===== src/rtl/sb_pkg.sv =====
package sb_pkg;

   typedef enum logic [1:0] {
      CL_INT = 2'd0,
      CL_MUL = 2'd1,
      CL_ADD = 2'd2,
      CL_DIV = 2'd3
   } op_class_t;

   typedef enum logic [1:0] {
      PH_IDLE    = 2'd0,
      PH_WAIT_RD = 2'd1,
      PH_EXEC    = 2'd2,
      PH_WAIT_WR = 2'd3
   } phase_t;

endpackage


===== src/rtl/sb_unit_entry.sv =====
// One functional-unit status row plus its latency counter.
module sb_unit_entry
   import sb_pkg::*;
#(
   parameter int RW  = 5,
   parameter int UW  = 3,
   parameter int NFU = 5,
   parameter int LAT = 1,
   parameter int CW  = 6
) (
   input  logic           clk,
   input  logic           rst,
   input  logic           load,
   input  logic [RW-1:0]  ld_dst,
   input  logic [RW-1:0]  ld_src1,
   input  logic [RW-1:0]  ld_src2,
   input  logic           ld_q1vld,
   input  logic [UW-1:0]  ld_q1,
   input  logic           ld_q2vld,
   input  logic [UW-1:0]  ld_q2,
   input  logic [NFU-1:0] wr_bcast,
   input  logic           wr_own,
   output logic           busy,
   output logic           wr_req,
   output logic           rd_go,
   output logic           ex_go,
   output logic [RW-1:0]  dst,
   output logic [RW-1:0]  src1,
   output logic [RW-1:0]  src2,
   output logic           rdy1,
   output logic           rdy2
);

   phase_t        phase;
   logic          q1v, q2v;
   logic [UW-1:0] q1, q2;
   logic          exec_first, exec_last;

   if (LAT < 1) begin : g_bad_lat
      $error("sb_unit_entry: LAT must be at least 1");
   end

   if (LAT > 1) begin : g_cnt
      logic [CW-1:0] cnt;
      always_ff @(posedge clk) begin
         if (rst)
            cnt <= '0;
         else if (rd_go)
            cnt <= CW'(LAT - 1);
         else if (phase == PH_EXEC && cnt != '0)
            cnt <= cnt - 1'b1;
      end
      assign exec_first = (cnt == CW'(LAT - 1));
      assign exec_last  = (cnt == '0);
   end else begin : g_single
      assign exec_first = 1'b1;
      assign exec_last  = 1'b1;
   end

   assign busy   = (phase != PH_IDLE);
   assign wr_req = (phase == PH_WAIT_WR);
   assign rd_go  = (phase == PH_WAIT_RD) && rdy1 && rdy2;
   assign ex_go  = (phase == PH_EXEC) && exec_first;

   always_ff @(posedge clk) begin
      if (rst) begin
         phase <= PH_IDLE;
         dst   <= '0;
         src1  <= '0;
         src2  <= '0;
         rdy1  <= 1'b0;
         rdy2  <= 1'b0;
         q1v   <= 1'b0;
         q2v   <= 1'b0;
         q1    <= '0;
         q2    <= '0;
      end else begin
         case (phase)
            PH_IDLE: begin
               if (load) begin
                  phase <= PH_WAIT_RD;
                  dst   <= ld_dst;
                  src1  <= ld_src1;
                  src2  <= ld_src2;
                  q1v   <= ld_q1vld;
                  q2v   <= ld_q2vld;
                  q1    <= ld_q1;
                  q2    <= ld_q2;
                  rdy1  <= !ld_q1vld;
                  rdy2  <= !ld_q2vld;
               end
            end
            PH_WAIT_RD: begin
               if (rd_go) begin
                  phase <= PH_EXEC;
                  rdy1  <= 1'b0;
                  rdy2  <= 1'b0;
                  q1v   <= 1'b0;
                  q2v   <= 1'b0;
               end else begin
                  if (q1v && wr_bcast[q1]) begin
                     rdy1 <= 1'b1;
                     q1v  <= 1'b0;
                  end
                  if (q2v && wr_bcast[q2]) begin
                     rdy2 <= 1'b1;
                     q2v  <= 1'b0;
                  end
               end
            end
            PH_EXEC: begin
               if (exec_last)
                  phase <= PH_WAIT_WR;
            end
            PH_WAIT_WR: begin
               if (wr_own)
                  phase <= PH_IDLE;
            end
            default: phase <= PH_IDLE;
         endcase
      end
   end

   // the start pulse follows the operand read by one cycle
   assert_start_after_read_R7: assert property (@(posedge clk) disable iff (rst)
      rd_go |=> ex_go);

   // a granted write frees the unit at the following edge
   assert_free_after_write_R9: assert property (@(posedge clk) disable iff (rst)
      wr_own |=> !busy);

   // after reading, this row holds no ready source that could block a writer
   assert_read_releases_R10: assert property (@(posedge clk) disable iff (rst)
      rd_go |=> (!rdy1 && !rdy2));

endmodule


===== src/rtl/sb_war_arb.sv =====
// WAR check against pending readers and per-register write arbitration.
module sb_war_arb #(
   parameter int NFU = 5,
   parameter int RW  = 5
) (
   input  logic           clk,
   input  logic           rst,
   input  logic [NFU-1:0] wr_req,
   input  logic [RW-1:0]  dst  [NFU],
   input  logic [RW-1:0]  src1 [NFU],
   input  logic [RW-1:0]  src2 [NFU],
   input  logic [NFU-1:0] rdy1,
   input  logic [NFU-1:0] rdy2,
   output logic [NFU-1:0] grant
);

   logic [NFU-1:0] blocked;
   logic [NFU-1:0] elig;

   always_comb begin
      for (int f = 0; f < NFU; f++) begin
         blocked[f] = 1'b0;
         for (int g = 0; g < NFU; g++) begin
            if (g != f) begin
               if ((rdy1[g] && src1[g] == dst[f]) || (rdy2[g] && src2[g] == dst[f]))
                  blocked[f] = 1'b1;
            end
         end
      end
   end

   assign elig = wr_req & ~blocked;

   always_comb begin
      for (int f = 0; f < NFU; f++) begin
         grant[f] = elig[f];
         for (int h = 0; h < f; h++) begin
            if (elig[h] && dst[h] == dst[f])
               grant[f] = 1'b0;
         end
      end
   end

   for (genvar ga = 0; ga < NFU; ga++) begin : g_pa
      for (genvar gb = ga + 1; gb < NFU; gb++) begin : g_pb
         // two simultaneous writes never share a destination
         assert_one_write_per_reg_R11: assert property (@(posedge clk) disable iff (rst)
            (grant[ga] && grant[gb]) |-> (dst[ga] != dst[gb]));
      end
   end

endmodule


===== src/rtl/sb_regstat.sv =====
// Register result status: which unit owes a write to each register.
module sb_regstat #(
   parameter int NUM_REGS = 32,
   parameter int RW       = 5,
   parameter int UW       = 3,
   parameter int NFU      = 5
) (
   input  logic           clk,
   input  logic           rst,
   input  logic           set_en,
   input  logic [RW-1:0]  set_reg,
   input  logic [UW-1:0]  set_fu,
   input  logic [NFU-1:0] clr_en,
   input  logic [RW-1:0]  clr_reg [NFU],
   input  logic [RW-1:0]  src_reg [2],
   output logic           src_vld [2],
   output logic [UW-1:0]  src_fu  [2],
   input  logic [RW-1:0]  dst_reg,
   output logic           dst_busy
);

   logic          vld_q [NUM_REGS];
   logic [UW-1:0] fu_q  [NUM_REGS];

   always_ff @(posedge clk) begin
      if (rst) begin
         for (int r = 0; r < NUM_REGS; r++) begin
            vld_q[r] <= 1'b0;
            fu_q[r]  <= '0;
         end
      end else begin
         for (int f = 0; f < NFU; f++) begin
            if (clr_en[f])
               vld_q[clr_reg[f]] <= 1'b0;
         end
         if (set_en) begin
            vld_q[set_reg] <= 1'b1;
            fu_q[set_reg]  <= set_fu;
         end
      end
   end

   for (genvar gs = 0; gs < 2; gs++) begin : g_lk
      assign src_vld[gs] = vld_q[src_reg[gs]];
      assign src_fu[gs]  = fu_q[src_reg[gs]];
   end
   assign dst_busy = vld_q[dst_reg];

   // an accepted destination is marked pending at the next cycle
   assert_dst_marked_R3: assert property (@(posedge clk) disable iff (rst)
      set_en |=> vld_q[$past(set_reg)]);

endmodule


===== src/rtl/scoreboard_ctrl.sv =====
module scoreboard_ctrl
   import sb_pkg::*;
#(
   parameter int NUM_REGS = 32,
   parameter int NUM_MUL  = 2,
   parameter int LAT_INT  = 1,
   parameter int LAT_MUL  = 10,
   parameter int LAT_ADD  = 2,
   parameter int LAT_DIV  = 40
) (
   input  logic                        clk,
   input  logic                        rst,
   input  logic                        iss_valid,
   input  logic [1:0]                  iss_class,
   input  logic [$clog2(NUM_REGS)-1:0] iss_dst,
   input  logic [$clog2(NUM_REGS)-1:0] iss_src1,
   input  logic [$clog2(NUM_REGS)-1:0] iss_src2,
   output logic                        iss_ready,
   output logic [NUM_MUL+2:0]          rd_grant,
   output logic [NUM_MUL+2:0]          ex_start,
   output logic [NUM_MUL+2:0]          wr_grant
);

   localparam int NFU     = NUM_MUL + 3;
   localparam int RW      = $clog2(NUM_REGS);
   localparam int UW      = $clog2(NFU);
   localparam int U_ADD   = NUM_MUL + 1;
   localparam int LAT_M1  = (LAT_INT > LAT_MUL) ? LAT_INT : LAT_MUL;
   localparam int LAT_M2  = (LAT_ADD > LAT_DIV) ? LAT_ADD : LAT_DIV;
   localparam int LAT_MAX = (LAT_M1 > LAT_M2) ? LAT_M1 : LAT_M2;
   localparam int CW      = $clog2(LAT_MAX + 1);

   if (NUM_REGS < 2 || (1 << RW) != NUM_REGS) begin : g_bad_regs
      $error("scoreboard_ctrl: NUM_REGS must be a power of two of at least 2");
   end
   if (NUM_MUL < 1) begin : g_bad_mul
      $error("scoreboard_ctrl: NUM_MUL must be at least 1");
   end
   if (LAT_INT < 1 || LAT_MUL < 1 || LAT_ADD < 1 || LAT_DIV < 1) begin : g_bad_lat
      $error("scoreboard_ctrl: every latency must be at least 1");
   end

   op_class_t      cls;
   logic [NFU-1:0] busy, wr_req, rdy1, rdy2, cand, sel_oh, load;
   logic [RW-1:0]  u_dst [NFU];
   logic [RW-1:0]  u_s1  [NFU];
   logic [RW-1:0]  u_s2  [NFU];
   logic [RW-1:0]  lk_reg [2];
   logic           lk_vld [2];
   logic [UW-1:0]  lk_fu  [2];
   logic           dst_busy, fire;
   logic [UW-1:0]  sel_id;
   logic           q1vld, q2vld;

   assign cls = op_class_t'(iss_class);

   // ---------------- issue selection ----------------
   always_comb begin
      logic found;
      found  = 1'b0;
      sel_oh = '0;
      sel_id = '0;
      for (int i = 0; i < NFU; i++) begin
         if (cand[i] && !found) begin
            sel_oh[i] = 1'b1;
            sel_id    = UW'(i);
            found     = 1'b1;
         end
      end
   end

   assign iss_ready = (|cand) && !dst_busy;
   assign fire      = iss_valid && iss_ready;
   assign load      = fire ? sel_oh : '0;

   // producer lookup; a producer writing in this very cycle counts as done
   assign lk_reg[0] = iss_src1;
   assign lk_reg[1] = iss_src2;
   assign q1vld     = lk_vld[0] && !wr_grant[lk_fu[0]];
   assign q2vld     = lk_vld[1] && !wr_grant[lk_fu[1]];

   // ---------------- per-unit status rows ----------------
   for (genvar gu = 0; gu < NFU; gu++) begin : g_unit
      localparam op_class_t UCLS = (gu == 0)       ? CL_INT :
                                   (gu <= NUM_MUL) ? CL_MUL :
                                   (gu == U_ADD)   ? CL_ADD : CL_DIV;
      localparam int ULAT = (gu == 0)       ? LAT_INT :
                            (gu <= NUM_MUL) ? LAT_MUL :
                            (gu == U_ADD)   ? LAT_ADD : LAT_DIV;

      assign cand[gu] = (cls == UCLS) && !busy[gu];

      sb_unit_entry #(
         .RW (RW),
         .UW (UW),
         .NFU(NFU),
         .LAT(ULAT),
         .CW (CW)
      ) u_entry (
         .clk     (clk),
         .rst     (rst),
         .load    (load[gu]),
         .ld_dst  (iss_dst),
         .ld_src1 (iss_src1),
         .ld_src2 (iss_src2),
         .ld_q1vld(q1vld),
         .ld_q1   (lk_fu[0]),
         .ld_q2vld(q2vld),
         .ld_q2   (lk_fu[1]),
         .wr_bcast(wr_grant),
         .wr_own  (wr_grant[gu]),
         .busy    (busy[gu]),
         .wr_req  (wr_req[gu]),
         .rd_go   (rd_grant[gu]),
         .ex_go   (ex_start[gu]),
         .dst     (u_dst[gu]),
         .src1    (u_s1[gu]),
         .src2    (u_s2[gu]),
         .rdy1    (rdy1[gu]),
         .rdy2    (rdy2[gu])
      );
   end

   // ---------------- hazard and write arbitration ----------------
   sb_war_arb #(
      .NFU(NFU),
      .RW (RW)
   ) u_war (
      .clk   (clk),
      .rst   (rst),
      .wr_req(wr_req),
      .dst   (u_dst),
      .src1  (u_s1),
      .src2  (u_s2),
      .rdy1  (rdy1),
      .rdy2  (rdy2),
      .grant (wr_grant)
   );

   // ---------------- register result status ----------------
   sb_regstat #(
      .NUM_REGS(NUM_REGS),
      .RW      (RW),
      .UW      (UW),
      .NFU     (NFU)
   ) u_regstat (
      .clk     (clk),
      .rst     (rst),
      .set_en  (fire),
      .set_reg (iss_dst),
      .set_fu  (sel_id),
      .clr_en  (wr_grant),
      .clr_reg (u_dst),
      .src_reg (lk_reg),
      .src_vld (lk_vld),
      .src_fu  (lk_fu),
      .dst_reg (iss_dst),
      .dst_busy(dst_busy)
   );

   // an accepted instruction occupies the unit it was steered to
   assert_issue_occupies_R2: assert property (@(posedge clk) disable iff (rst)
      fire |=> ((busy & $past(sel_oh)) != '0));

   // at most one unit is chosen per issue
   assert_single_target_R4: assert property (@(posedge clk) disable iff (rst)
      $onehot0(load));

endmodule


===== config.mk =====
export PLATFORM = sky130hd
export DESIGN_NAME = scoreboard_ctrl
export DESIGN_NICKNAME = d
export VERILOG_FILES = /design/src/rtl/sb_pkg.sv /design/src/rtl/sb_unit_entry.sv /design/src/rtl/sb_war_arb.sv /design/src/rtl/sb_regstat.sv /design/src/rtl/scoreboard_ctrl.sv
export SDC_FILE = /design/constraint.sdc
export NUM_CORES = 1
export LEC_CHECK = 0
export ABC_AREA = 1
export BUFFER_PORTS_ARGS = -buffer_cell sky130_fd_sc_hd__buf_2
export CAP_MARGIN = 20
export CORE_AREA = 2 2 207 209
export DETAILED_ROUTE_END_ITERATION = 7
export DIE_AREA = 0 0 209 211
export GPL_TIMING_DRIVEN = 1
export HOLD_SLACK_MARGIN = 0.02
export PLACE_DENSITY = 0.74
export SETUP_SLACK_MARGIN = 0.1
export SYNTH_ARGS = -nofsm -noshare
export SYNTH_HDL_FRONTEND = slang
export SYNTH_HIERARCHICAL = 1
export SYNTH_SLANG_ARGS = --single-unit

===== constraint.sdc =====
create_clock -name clk -period 3.5 [get_ports clk]
set_input_delay 0 -clock clk [delete_from_list [all_inputs] [get_ports clk]]
set_output_delay 0 -clock clk [all_outputs]
set_load 0.005 [all_outputs]

==> results.sh, run 1 <==
export IMPL_diodes=0
export IMPL_cp_max_fo=8
export IMPL_ant_nets=0
export IMPL_io_pins=36
export IMPL_place_gp_congestion=1.06
export IMPL_top_register="u_regstat/fu_q"
export IMPL_core_area_mm2=0.0418
export IMPL_syn_inst=3335
export IMPL_cts_root_buf="clkbuf_16"
export IMPL_route_detailed_drc=0
export IMPL_required_ns=3.94
export IMPL_critical_path_buf_inv_count=4
export IMPL_slowest_delay_ns=0.69
export IMPL_tightest_slew_ns=0.806
export IMPL_synth_fa_ha_area_frac=0.0223
export IMPL_finalHoldViolations=0
export IMPL_rsz0062_at_grt="no"
export IMPL_cp_start_kind="flop"
export IMPL_synth_most_common_cell="nand2_1"
export IMPL_slowest_stage="dfxtp_1"
export IMPL_final_cells=3957
export IMPL_dpl_cell_area_mm2=0.0217
export IMPL_clock_skew_ns=0.0371
export IMPL_yosysTopAreaCell="nand2_1"
export IMPL_p_int_uw=7170
export IMPL_leakagePower_uw=0.0102
export IMPL_cts_buffers=35
export IMPL_numPortBuffers=35
export IMPL_maxCapViolCount=0
export IMPL_crit_family="simple AND/OR/NAND/NOR gates"
export IMPL_grt_pass1_vias=21236
export IMPL_combinationalPowerShare=0.302
export IMPL_synthXorXnorAreaFrac=0.0283
export IMPL_ys_top_cells_by_area="nand2_1, dfxtp_1, edfxtp_1"
export IMPL_die_h_um=211
export IMPL_max_freq_mhz=307
export IMPL_whs_ns=0.0776
export IMPL_syn_cell_area_mm2=0.0207
export IMPL_power_switching_uw=4290
export IMPL_synthMuxAreaShare=0
export IMPL_netlist_area_leader_share=0.186
export IMPL_place_hpwl_um=56500
export IMPL_ff_latch_area_mm2=0.00671
export IMPL_grt_pass1_wl_um=123000
export IMPL_clkTransAtPathRegs_ns=0.06
export IMPL_peakVddDrop_mv=0.498
export IMPL_clock_sinks=287
export IMPL_die_area_mm2=0.0441
export IMPL_start_util=0.497
export IMPL_relSlewSlack=0.462
export IMPL_grtUsageTotal=0.363
export IMPL_worstSetupPathType="flop to flop"
export IMPL_crit_chain="inv_2 > o21ai_0 > nor2_1 > nand3_1 > nand3_2 > nor2_4 > nand3_1 > nand2_1 > nor2_1 > buf_4 > inv_1 > nand2_1 > o211ai_1 > a21oi_1 > nor2_1 > inv_1 > nor2_1 > nor2_1 > nor2_1 > nor2_2"
export IMPL_cp_arrival_ns=3.69
export IMPL_fp_dieW_um=209
export IMPL_top_regs="u_regstat/fu_q x96, u_regstat/vld_q x32"
export IMPL_grt_max_degree=70
export IMPL_totalWireLength_um=81300
export IMPL_clk_path_buf_depth=3
export IMPL_synth_top_family_by_area="simple AND/OR/NAND/NOR gates"
export IMPL_synth_edf_count=96
export IMPL_vias=23183
export IMPL_p_per_area_mw_per_mm2=497
export IMPL_slew_violations=0
export IMPL_swShare=0.374
export IMPL_antenna_found_initial=2
export IMPL_ys_ff_latch=287
export IMPL_synthSimpleGateAreaFrac=0.434
export IMPL_ys_top_cells_by_count="nand2_1, nor2_1, nand3_1"
export IMPL_clkPwrFrac=0.344
export IMPL_setup_tns_ns=0
export IMPL_fin_crit_sh=0.930
export IMPL_status="finished, final reports clean"
export IMPL_setup_viol=0
export IMPL_via_per_inst=5.86
export IMPL_multi_input_area_mm2=0.0121
export IMPL_yosys_warnings=6
export IMPL_cpMostUsedCell="nor2_1"
export IMPL_hold_path_class="input pin to flop"
export IMPL_fin_crit_ns=3.26
export IMPL_async_reset_ff_frac=0
export IMPL_syn_num_nets=3392
export IMPL_fin_nets=3448
export IMPL_syn_area_per_cell_um2=6.22
export IMPL_final_area_mm2=0.0230
export IMPL_p_seq_frac=0.354
export IMPL_syn_to_final_growth_pct=11.0
export IMPL_drt_first_pass_iters=8
export IMPL_grt_overflow=0
export IMPL_rows=75
export IMPL_clk_insertion_delay_late_ns=0.58
export IMPL_largest_register_ffs=96
export IMPL_nFillCells=4162
export IMPL_dp_cells=3881
export IMPL_first_iter_violations=3111
export IMPL_routedWlPerCell_um=20.5
export IMPL_yosysUniqueCellTypes=54
export IMPL_ys_seq_area_frac=0.323
export IMPL_ys_flop_type="dfxtp_1"
export IMPL_cp_end_kind="flop"
export IMPL_final_layout_size_suffix_gt1_frac=0.0930
export IMPL_synth_compound_area_share=0.0994
export IMPL_cts_tree="done"
export IMPL_htreeDepth=2
-- power by group through the flow --
stage               registers, uW  clock network, uW  logic [uW]
global route                 4080               4110        3790
floorplan                    3970                  0        2390
global placement             4100                  0        3310
detailed placement           4100                  0        3320
finish                       4050               3940        3460
CTS                          4030               3980        3350
-- metrics by stage --
stage	util	total power [uW]	worst slack, ns
2_1_floorplan	-	6360	0.750
3_3_place_gp	0.519	7410	0.295
3_5_place_dp	0.519	7430	0.299
4_1_cts	0.551	11400	0.300
5_1_grt	0.551	12000	0.147
6_report	0.551	11500	0.245
-- cells in the final DEF (no fill, tap or decap), types with 7 or more instances in the layout --
| cell type | n |
|---|---|
| nand4_1 | 38 |
| nand3_2 | 17 |
| clkbuf_16 | 36 |
| nand2_2 | 10 |
| o21ai_0 | 141 |
| nand2_1 | 1027 |
| buf_2 | 35 |
| inv_2 | 36 |
| o21ai_1 | 61 |
| o21ai_2 | 10 |
| buf_12 | 7 |
| xor2_1 | 56 |
| inv_1 | 250 |
| a21oi_1 | 97 |
| dfxtp_1 | 191 |
| ha_1 | 37 |
| nor2_2 | 15 |
| nor3_1 | 45 |
| nor2_1 | 572 |
| xnor2_1 | 11 |
| o22ai_1 | 33 |
| nand3_1 | 384 |
| nor4_1 | 8 |
| o211ai_1 | 16 |
| edfxtp_1 | 96 |
| dlygate4sd3_1 | 10 |
| buf_4 | 98 |
-- cell type report --
| type | instances | area share |
|---|---|---|
| multi-input cells | 2619 | 0.526 |
| flip-flops and latches | 287 | 0.291 |
| repair buffers | 150 | 0.0500 |
| inverters | 298 | 0.0496 |
| clock buffers | 44 | 0.0422 |
| well taps | 539 | 0.0293 |
| clock inverters | 20 | 0.0114 |
-- per-layer routing --
metal,global-route usage,share of wire,vias to the layer above
li1,-,-,10860
met1,0.482,0.40,10566
met2,0.555,0.43,1506
met3,0.0974,0.13,247
met4,0.164,0.043,4
met5,0,0.00031,-
-- final timing paths --
path / start / endpoint / slack [ns] / cells after the start
hold / removal: iss_dst[0] / g_unit[4].u_entry/dst[0] / 0.08 / 4
hold reg to reg: g_unit[4].u_entry/q2[2] / g_unit[4].u_entry/q2[2] / 0.47 / 2
setup / recovery: g_unit[1].u_entry/dst[4] / g_unit[0].u_entry/rdy1 / 0.24 / 20
setup reg to reg: g_unit[1].u_entry/dst[4] / g_unit[0].u_entry/rdy1 / 0.24 / 20
-- tightest hold or removal path, cell delays in order --
cell,delay [ns]
buf_2,0.11
buf_4,0.24
o21ai_1,0.17
nor2_1,0.04
-- logic make-up after synthesis --
kind of cell             Yosys count
AND/OR/NAND/NOR                 2139
buffers and inverters            429
AO/OA/AOI/OAI                    376
flip-flops                       287
XOR/XNOR                          67
adder cells (fa/ha/maj)           37
-- repair_timing --
item,4_1_cts,5_1_grt
hold buffers,10,0
endpoints found under the setup margin,0,13
setup buffers,0,2
resized for setup,0,1
endpoints found under the hold margin,30,0
Power figures use the tool's default switching activity.
==> run 2, diff against run 1 <==
--- a/config.mk
+++ b/config.mk
@@ -14,6 +14,7 @@
 export GPL_TIMING_DRIVEN = 1
 export HOLD_SLACK_MARGIN = 0.02
 export PLACE_DENSITY = 0.74
+export RECOVER_POWER = 50
 export SETUP_SLACK_MARGIN = 0.1
 export SYNTH_ARGS = -nofsm -noshare
 export SYNTH_HDL_FRONTEND = slang
==> run 2 against run 1 <==
Compared with the run above: via count down 0.29%; clock-buffer cell count stayed put; critical path depth is 3 lower; sequential power is essentially flat; non-clock buffer count stayed put; worst hold slack got worse by 0.0075 ns; clock skew fell by 0.0021 ns; sequential share of layout area increased by 0.13 points; clock power is essentially flat.
==> results.sh, run 2 (synthesis results as in run 1) <==
export IMPL_slew_violations=0
export IMPL_p_int_uw=7150
export IMPL_grt_overflow=0
export IMPL_cts_buffers=35
export IMPL_setup_viol=0
export IMPL_die_area_mm2=0.0441
export IMPL_required_ns=3.97
export IMPL_worstSetupPathType="flop to flop"
export IMPL_die_h_um=211
export IMPL_tightest_slew_ns=1.48
export IMPL_top_regs="u_regstat/fu_q x96, u_regstat/vld_q x32"
export IMPL_vias=23115
export IMPL_ff_latch_area_mm2=0.00671
export IMPL_most_common_layout_cells="nand2_1, nor2_1, nand3_1"
export IMPL_maxCapViolCount=0
export IMPL_antenna_found_initial=2
export IMPL_io_pins=36
export IMPL_multi_input_area_mm2=0.0121
export IMPL_place_hpwl_um=56500
export IMPL_start_util=0.497
export IMPL_grt_pass1_wl_um=123000
export IMPL_clk_insertion_delay_late_ns=0.57
export IMPL_grt_max_degree=70
export IMPL_cts_tree="done"
export IMPL_rsz0062_at_grt="no"
export IMPL_relSlewSlack=0.0158
export IMPL_final_common_cell="nand2_1"
export IMPL_peakVddDrop_mv=0.499
export IMPL_power_total_uw=11400
export IMPL_power_switching_uw=4270
export IMPL_route_detailed_drc=0
export IMPL_place_ws_ns=0.299
export IMPL_nFillCells=4192
export IMPL_fin_crit_sh=0.953
export IMPL_fin_crit_ns=3.33
export IMPL_grtUsageTotal=0.363
export IMPL_cts_root_buf="clkbuf_16"
export IMPL_place_gp_congestion=1.06
export IMPL_htreeDepth=2
export IMPL_final_cells=3958
export IMPL_cp_end_kind="flop"
export IMPL_ant_nets=0
export IMPL_cp_start_kind="flop"
export IMPL_setup_tns_ns=0
export IMPL_fp_dieW_um=209
export IMPL_p_seq_frac=0.355
export IMPL_max_freq_mhz=300
export IMPL_clkPwrFrac=0.345
export IMPL_top_register="u_regstat/fu_q"
export IMPL_final_setup_worst_slack_ns=0.166
export IMPL_clock_skew_ns=0.0350
export IMPL_combinationalPowerShare=0.300
export IMPL_dp_cells=3881
export IMPL_status="finished, final reports clean"
export IMPL_clock_sinks=287
export IMPL_syn_to_final_growth_pct=10.5
export IMPL_numPortBuffers=35
export IMPL_rows=75
export IMPL_core_area_mm2=0.0418
export IMPL_via_per_inst=5.84
export IMPL_leakagePower_uw=0.0101
export IMPL_grt_pass1_vias=21236
export IMPL_clkTransAtPathRegs_ns=0.07
export IMPL_first_iter_violations=3044
export IMPL_cp_arrival_ns=3.80
export IMPL_totalWireLength_um=81400
export IMPL_final_layout_size_suffix_gt1_frac=0.0848
export IMPL_cp_max_fo=8
export IMPL_routedWlPerCell_um=20.6
export IMPL_drt_first_pass_iters=6
export IMPL_clk_path_buf_depth=3
export IMPL_p_per_area_mw_per_mm2=498
export IMPL_hold_path_class="input pin to flop"
export IMPL_whs_ns=0.0701
export IMPL_fin_nets=3448
export IMPL_finalHoldViolations=0
export IMPL_swShare=0.374
export IMPL_largest_register_ffs=96
-- run 2: changes by cell type in the layout (fill, tap and decap cells not counted), sizes merged --
cell      previous run  this run
clkinv              15        13
clkbuf              44        60
diode                0         1
inv                296       297
clkinvlp             2         3
buf                140       124
-- run 2: final timing paths --
path / start / endpoint / slack, ns / cells past startpoint
min reg2reg: g_unit[0].u_entry/q2[2] / g_unit[0].u_entry/q2[2] / 0.47 / 2
max reg2reg: g_unit[1].u_entry/dst[4] / u_regstat/vld_q[30] / 0.17 / 17
min: iss_dst[0] / g_unit[4].u_entry/dst[0] / 0.07 / 4
max: g_unit[1].u_entry/dst[4] / u_regstat/vld_q[30] / 0.17 / 17
-- run 2: per-layer routing --
layer	wire [um]	part of all wire	track usage	vias up
met2	34500	0.42	0.555	1506
met3	10700	0.13	0.0974	260
met1	32500	0.40	0.482	10472
li1	-	-	-	10873
met4	3570	0.044	0.164	4
met5	25	0.00031	0	-
-- run 2: through the flow --
stage | cell area (um2) | util
6_report | 22900 | 0.549
5_1_grt | 22900 | 0.549
2_1_floorplan | 20700 | -
4_1_cts | 23000 | 0.551
3_3_place_gp | 21700 | 0.519
3_5_place_dp | 21700 | 0.519
-- run 2: layout make-up --
cell class                      instances  area share
Multi-Input combinational cell       2619       0.526
Antenna cell                            1    0.000109
Clock buffer                           44      0.0424
Sequential cell                       287       0.293
Clock inverter                         20      0.0115
Inverter                              298      0.0494
Tap cell                              539      0.0294
Timing Repair Buffer                  150      0.0488
-- run 2: repair_timing --
item                                    CTS  global route
gates resized for setup                   0             1
hold endpoints to repair                 30             0
endpoints found under the setup margin    0            13
setup buffers                             0             2
hold buffers                             10             0
-- run 2: worst max-delay path, cell delays in order (launching register included) --
cell and delay [ns]:
dfxtp_1 0.67, inv_2 0.24, nand2_1 0.10, o21ai_0 0.08
nor2_1 0.11, nand3_1 0.10, nand3_2 0.11, nor2_4 0.05
nand2_2 0.07, nor2_1 0.05, nor2_1 0.51, inv_1 0.10
nor2_1 0.18, nand3_1 0.39, o22ai_1 0.29, inv_1 0.06
nand3_1 0.07, nand2_1 0.05
-- run 2: power groups by stage --
| stage | registers, uW | clock network (uW) | logic, uW |
|---|---|---|---|
| finish | 4050 | 3950 | 3430 |
| detailed placement | 4100 | 0 | 3320 |
| global route | 4080 | 4110 | 3750 |
| floorplan | 3970 | 0 | 2390 |
| CTS | 4030 | 3980 | 3350 |
| global placement | 4100 | 0 | 3310 |
